File: src/rtl/mpuart_rx_pkg.sv
package mpuart_rx_pkg;
    localparam int DATA_W  = 8;
    localparam int OS_RATE = 16;

    // control register field positions
    localparam int CB_SHARED = 7;
    localparam int CB_MPEN   = 5;
    localparam int CB_RXEN   = 4;
    localparam int CB_BIT9   = 2;
    localparam int CB_RI     = 0;

    typedef enum logic [1:0] {
        ST_IDLE,
        ST_START,
        ST_SHIFT,
        ST_STOP
    } rx_state_e;

    typedef struct packed {
        logic [DATA_W-1:0] data;
        logic              bit9;
        logic              stop_ok;
    } rx_frame_t;
endpackage

File: src/rtl/mpuart_bit_sampler.sv
module mpuart_bit_sampler #(
    parameter int OS = 16
) (
    input  logic clk,
    input  logic rst_n,
    input  logic rx_line,
    input  logic tick,
    input  logic restart,
    output logic fall,
    output logic bit_val,
    output logic vote_strobe,
    output logic bit_end
);
    localparam int CW = $clog2(OS);
    localparam logic [CW-1:0] P_A   = CW'(OS/2 - 1);
    localparam logic [CW-1:0] P_B   = CW'(OS/2);
    localparam logic [CW-1:0] P_C   = CW'(OS/2 + 1);
    localparam logic [CW-1:0] P_END = CW'(OS - 1);

    logic [1:0]    sync_q;
    logic          prev_q;
    logic          smp_a, smp_b;
    logic [CW-1:0] phase;
    logic [CW-1:0] cur;
    logic          rx_s;

    assign rx_s = sync_q[1];
    assign cur  = phase + 1'b1;

    always_ff @(posedge clk or negedge rst_n) begin
        if (!rst_n) begin
            sync_q <= 2'b11;
            prev_q <= 1'b1;
            phase  <= '0;
            smp_a  <= 1'b1;
            smp_b  <= 1'b1;
        end else begin
            sync_q <= {sync_q[0], rx_line};
            if (tick) begin
                prev_q <= rx_s;
                phase  <= restart ? '0 : cur;
                if (cur == P_A) smp_a <= rx_s;
                if (cur == P_B) smp_b <= rx_s;
            end
        end
    end

    assign fall        = tick && prev_q && !rx_s;
    assign bit_val     = (smp_a & smp_b) | (smp_a & rx_s) | (smp_b & rx_s);
    assign vote_strobe = tick && (cur == P_C);
    assign bit_end     = tick && (cur == P_END);
endmodule

File: src/rtl/mpuart_rx_fsm.sv
module mpuart_rx_fsm
    import mpuart_rx_pkg::*;
#(
    parameter int DW = DATA_W
) (
    input  logic      clk,
    input  logic      rst_n,
    input  logic      rx_en,
    input  logic      fall,
    input  logic      bit_val,
    input  logic      vote_strobe,
    input  logic      bit_end,
    output logic      restart,
    output logic      frame_done,
    output rx_frame_t frame
);
    localparam int NBITS = DW + 1;
    localparam int IW    = $clog2(NBITS + 1);
    localparam logic [IW-1:0] LAST = IW'(NBITS);

    rx_state_e     state, state_nx;
    logic [IW-1:0] bit_idx;
    logic [DW:0]   shreg;

    assign restart = (state == ST_IDLE) && fall && rx_en;

    always_comb begin
        state_nx = state;
        unique case (state)
            ST_IDLE:  if (restart) state_nx = ST_START;
            ST_START: begin
                if (vote_strobe && bit_val) state_nx = ST_IDLE;
                else if (bit_end)           state_nx = ST_SHIFT;
            end
            ST_SHIFT: if (bit_end && bit_idx == LAST) state_nx = ST_STOP;
            ST_STOP:  if (vote_strobe) state_nx = ST_IDLE;
            default:  state_nx = ST_IDLE;
        endcase
    end

    always_ff @(posedge clk or negedge rst_n) begin
        if (!rst_n) state <= ST_IDLE;
        else        state <= state_nx;
    end

    always_ff @(posedge clk or negedge rst_n) begin
        if (!rst_n) begin
            bit_idx    <= '0;
            shreg      <= '0;
            frame_done <= 1'b0;
            frame      <= '0;
        end else begin
            frame_done <= 1'b0;
            unique case (state)
                ST_IDLE:  bit_idx <= '0;
                ST_START: bit_idx <= '0;
                ST_SHIFT: if (vote_strobe) begin
                    shreg   <= {bit_val, shreg[DW:1]};
                    bit_idx <= bit_idx + 1'b1;
                end
                ST_STOP:  if (vote_strobe) begin
                    frame_done    <= 1'b1;
                    frame.data    <= shreg[DW-1:0];
                    frame.bit9    <= shreg[DW];
                    frame.stop_ok <= bit_val;
                end
                default: ;
            endcase
        end
    end
endmodule

File: src/rtl/mpuart_addr_filter.sv
module mpuart_addr_filter #(
    parameter int DW = 8
) (
    input  logic [DW-1:0] rx_byte,
    input  logic [DW-1:0] own_addr,
    input  logic [DW-1:0] addr_mask,
    output logic          hit
);
    logic [DW-1:0] bcast;
    logic          given_hit, bcast_hit;

    assign bcast     = own_addr | addr_mask;
    assign given_hit = (rx_byte & addr_mask) == (own_addr & addr_mask);
    assign bcast_hit = (rx_byte & bcast) == bcast;
    assign hit       = given_hit || bcast_hit;
endmodule

File: src/rtl/mpuart_rx.sv
module mpuart_rx
    import mpuart_rx_pkg::*;
(
    input  logic              clk,
    input  logic              rst_n,
    input  logic              rx_line,
    input  logic              tick16,
    input  logic              ctl_wr,
    input  logic [7:0]        ctl_wdata,
    input  logic              sel_fe,
    input  logic [DATA_W-1:0] own_addr,
    input  logic [DATA_W-1:0] addr_mask,
    output logic [7:0]        ctl_rdata,
    output logic [DATA_W-1:0] rx_data,
    output logic              rx_bit9,
    output logic              ri,
    output logic              fe
);
    logic      fall, bit_val, vote_strobe, bit_end, restart;
    logic      frm_done, frm_stop_ok, frm_bit9, addr_hit, accept;
    logic      mp_en, rx_en, sm0;
    rx_frame_t frm;

    mpuart_bit_sampler #(.OS(OS_RATE)) u_smp (
        .clk(clk), .rst_n(rst_n), .rx_line(rx_line), .tick(tick16),
        .restart(restart), .fall(fall), .bit_val(bit_val),
        .vote_strobe(vote_strobe), .bit_end(bit_end)
    );

    mpuart_rx_fsm #(.DW(DATA_W)) u_fsm (
        .clk(clk), .rst_n(rst_n), .rx_en(rx_en), .fall(fall),
        .bit_val(bit_val), .vote_strobe(vote_strobe), .bit_end(bit_end),
        .restart(restart), .frame_done(frm_done), .frame(frm)
    );

    mpuart_addr_filter #(.DW(DATA_W)) u_flt (
        .rx_byte(frm.data), .own_addr(own_addr), .addr_mask(addr_mask),
        .hit(addr_hit)
    );

    assign frm_stop_ok = frm.stop_ok;
    assign frm_bit9    = frm.bit9;
    assign accept      = !ri && (!mp_en || (frm_bit9 && addr_hit));

    always_ff @(posedge clk or negedge rst_n) begin
        if (!rst_n) begin
            mp_en   <= 1'b0;
            rx_en   <= 1'b0;
            sm0     <= 1'b0;
            fe      <= 1'b0;
            ri      <= 1'b0;
            rx_data <= '0;
            rx_bit9 <= 1'b0;
        end else begin
            if (ctl_wr) begin
                mp_en <= ctl_wdata[CB_MPEN];
                rx_en <= ctl_wdata[CB_RXEN];
                ri    <= ctl_wdata[CB_RI];
                if (sel_fe) fe  <= fe & ctl_wdata[CB_SHARED];
                else        sm0 <= ctl_wdata[CB_SHARED];
            end
            if (frm_done) begin
                if (!frm_stop_ok) fe <= 1'b1;
                if (accept) begin
                    ri      <= 1'b1;
                    rx_data <= frm.data;
                    rx_bit9 <= frm_bit9;
                end
            end
        end
    end

    always_comb begin
        ctl_rdata            = '0;
        ctl_rdata[CB_SHARED] = sel_fe ? fe : sm0;
        ctl_rdata[CB_MPEN]   = mp_en;
        ctl_rdata[CB_RXEN]   = rx_en;
        ctl_rdata[CB_BIT9]   = rx_bit9;
        ctl_rdata[CB_RI]     = ri;
    end
endmodule

File: config.mk
export PLATFORM = sky130hd
export DESIGN_NAME = mpuart_rx
export DESIGN_NICKNAME = d
export VERILOG_FILES = /design/src/rtl/mpuart_rx_pkg.sv /design/src/rtl/mpuart_bit_sampler.sv /design/src/rtl/mpuart_rx_fsm.sv /design/src/rtl/mpuart_addr_filter.sv /design/src/rtl/mpuart_rx.sv
export SDC_FILE = /design/constraint.sdc
export NUM_CORES = 1
export LEC_CHECK = 0
export CORE_ASPECT_RATIO = 1.4
export CORE_MARGIN = 2
export CORE_UTILIZATION = 54
export CTS_BUF_LIST = sky130_fd_sc_hd__clkbuf_8
export DETAILED_ROUTE_END_ITERATION = 16
export GPL_TIMING_DRIVEN = 0
export HOLD_SLACK_MARGIN = 0.03
export PLACE_DENSITY_LB_ADDON = 0.15
export SLEW_MARGIN = 40
export SYNTH_ARGS = -nofsm -noshare
export SYNTH_HDL_FRONTEND = slang
export SYNTH_SLANG_ARGS = --single-unit
File: constraint.sdc
create_clock -name clk -period 2.5 [get_ports clk]
set_clock_uncertainty 0.1 [all_clocks]
set_input_delay 0.5 -clock clk [delete_from_list [all_inputs] [get_ports clk]]
set_output_delay 0.5 -clock clk [all_outputs]
set_load 0.02 [all_outputs]
==> impl_metrics.toml <==
[route]
route.detailed.wl_per_inst_um = 15.33
drc = 0
detail_route.first_pass.iterations = 4
detail_route.vias_per_cell = 5.655
antenna_left = 0
route.final.wire_length_mm = 5.243
via_count = 1934
initialDrtViolationCount = 69

[cells_and_area]
finish.utilization_pct = 69.79
final_nets = 315
area_delta_synth_final_pct = 23.67
n_fill_cell = 377
seq_area_mm2 = 0.001232
post_route_cells_drive_above_1_share_pct = 20.00
antennaDiodeCount = 0
multi_input_area_mm2 = 0.001227

[power]
intPower_mw = 1.244
power.share.combinational_pct = 21.8
pwr-share-clk_pct = 24.8
power.density_mw_per_mm2 = 550.8
static-leakage-power_nw = 1.508
net-switching-power_uw = 512.9
total_power_mw = 1.757
netSwitchingFraction_pct = 29.19
share_seq_of_total_power_pct = 53.4
worst_ir_drop_vdd_mv = 0.3830

[timing]
finalHoldViolCount = 0
slew-limit-headroom_pct = 55.87
fmax_mhz = 429.2
worstMarginPinSlew_ps = 658.3
tns_ps = 0
slew_viol_final = 0
unrepaired_setup_endpoints_after_global_routing = "false"
layout_worst_path_cycle_share_pct = 93.20
setup_violations = 0
period_needed_ps = 2330

[floorplan]
core_region_area_mm2 = 0.004572
floorplan.die.height_um = 85.79
chipWidth_um = 62.42
top_level_ports = 49
initial_core_util_pct = 56.43
design.die.area_mm2 = 0.005355
floorplan.rows = 29

[worst_setup_path]
crit_required_ps = 2580
criticalPathCategory = "flop to flop"
cp_max_fo = 10
crit_path_capture_type = "flop"
critical_path_arrival_ps = 2410
worstSetupStartpointType = "flop"

[place]
place_hpwl_mm = 3.869
buffer_ports.inserted = 41
place_congestion = 0.8127

[hold_path]
min_path_type = "flop to flop"

[synthesis]
yosysWarnings = 0
synth-edff-count = 0
most_numerous_cell_in_the_yosys_netlist = "dfrtp_1"
synth_top_area_cell = "dfrtp_1"
synth-seq-cells = 49
netlist_instances = 227
synth_sequential_area_ratio_pct = 47.77
synth.cell_area_mm2 = 0.002580
synth.lib_cells_used.distinct = 51
synthArstFlopShare_pct = 100.0
synth_top_cells_by_area = "dfrtp_1, mux2_2, mux2_4, dfstp_2, a21oi_1"
synthDominantCellAreaShare_pct = 42.68
synthesis.area_per_instance_um2 = 11.37
synthFlopType = "dfrtp_1"
synth_common_cells = "dfrtp_1, a21oi_1, mux2_2"

[grt]
groute.layer.met2.usage_pct = 39.88
grt_overflow = 0
globalRoute.busiestLayer = "met2"
globalRouteMet1Util_pct = 23.62
met3_usage_pct = 4.068
grt_pass1_wl_mm = 8.935
antenna_found_initial = 0
largest_net_degree_at_the_start_of_global_routing = 34
grt_pass1_vias = 1874
grt_usage_pct = 20.95

[clock_tree]
clkSlewWorstSetupHoldPaths_ps = 80
ctsRootBufferMaster = "clkbuf_8"
worstSkewPairLatency_ps = 300
numCtsBuffers = 5
cts.sinks = 49
cts_tree = "done"
clock_tree.htree_level_count = 2
clock_tree.buffer_depth = 2

[outcome]
status = "completed"

[flow_run]
max_cap_viol_count = 0
[area by class of cell]
cell class                      count  share of cell area [%]
Buffer                             14                   3.059
Clock buffer                        5                   2.157
Clock inverter                      3                  0.3922
Inverter                           10                   1.176
Multi-Input combinational cell    156                   38.47
Sequential cell                    49                   38.63
Tap cell                           62                   2.431
Timing Repair Buffer               43                   13.69
[placed cells by master, fill, tap and decap left out, drive strengths merged, types with 3 or more instances in the layout]
cell type      count
a21oi             19
a22o               8
a22oi              4
buf               12
clkbuf             9
clkdlybuf4s50     39
conb               3
dfrtp             44
dfstp              5
ha                 6
inv               12
mux2              25
mux2i              9
nand2              6
nand3              5
nor2              11
nor2b              4
nor3               3
o21ai             10
o22ai              4
xor2               9
[final timing paths]
kind,from,endpoint,slack [ps],depth (start not counted)
max,u_smp.phase[0]$_DFFE_PN0P_,u_fsm.shreg[6]$_DFFE_PN0P_,170,7
min,u_smp.sync_q[0]$_DFF_PN1_,u_smp.sync_q[1]$_DFF_PN1_,260,0
max reg2reg,u_smp.phase[0]$_DFFE_PN0P_,u_fsm.shreg[6]$_DFFE_PN0P_,170,7
min reg2reg,u_smp.sync_q[0]$_DFF_PN1_,u_smp.sync_q[1]$_DFF_PN1_,260,0
max in group asynchronous,rst_n,u_fsm.shreg[6]$_DFFE_PN0P_,1330,3
min in group asynchronous,rst_n,rx_bit9$_DFFE_PN0P_,510,2
[metrics by stage]
stage / hold slack [ps] / area, um^2 / std cells / setup slack (ps)
3_3_place_gp: 246.2 / 3075 / 332 / -563.5
4_1_cts: 261.1 / 3183 / 342 / 145.6
6_report: 259.2 / 3191 / 342 / 170.1
5_1_grt: 262.4 / 3191 / 342 / 5.755
3_5_place_dp: 248.8 / 3093 / 333 / -3.180
2_1_floorplan: 104.4 / 2587 / 229 / 425.1
[cells by family after synthesis]
kind of cell | after synthesis | share of synthesized area (%)
multiplexers | 34 | 15.71
AND/OR/NAND/NOR | 40 | 8.633
other | 1 | 0.1454
flip-flops | 49 | 47.77
AO/OA/AOI/OAI | 62 | 15.81
adder cells (fa/ha/maj) | 7 | 3.298
buffers and inverters | 24 | 5.238
XOR/XNOR | 10 | 3.395
[routing by layer]
layer | vias to the layer above | routed length, um
li1 | 918 | -
met1 | 966 | 2211
met2 | 43 | 2788
met3 | 7 | 168
met4 | 0 | 74
met5 | - | 0
[sequential cells by signal, indices dropped and copies added, names as in the netlist, 2 cells and up, named ones only]
register / cells
rx_data: 8
u_fsm.shreg: 9
u_fsm.bit_idx: 4
u_smp.sync_q: 2
u_fsm.frame: 10
u_smp.phase: 4
[repair_timing]
item,CTS,global route
gates resized for setup,1,0
endpoints found under the hold margin,11,0
buffers inserted,0,0
endpoints found under the setup margin,1,0
hold buffers,1,0
[power by group through the flow]
stage / combinational, mW / clock (mW) / sequential [mW]
final: 0.382 / 0.436 / 0.939
after global routing: 0.424 / 0.479 / 0.949
after CTS: 0.381 / 0.446 / 0.937
after detailed placement: 0.380 / 0 / 0.953
after global placement: 0.369 / 0 / 0.951
after floorplan: 0.243 / 0 / 0.941
[critical path: stages, from the launching register on]
cell     delay (ps)
dfrtp_1         430
inv_1           110
ha_1            230
and4_1          200
o21a_1          140
o21ai_2         360
buf_2           300
mux2_2          350
Power figures use the tool's default switching activity.
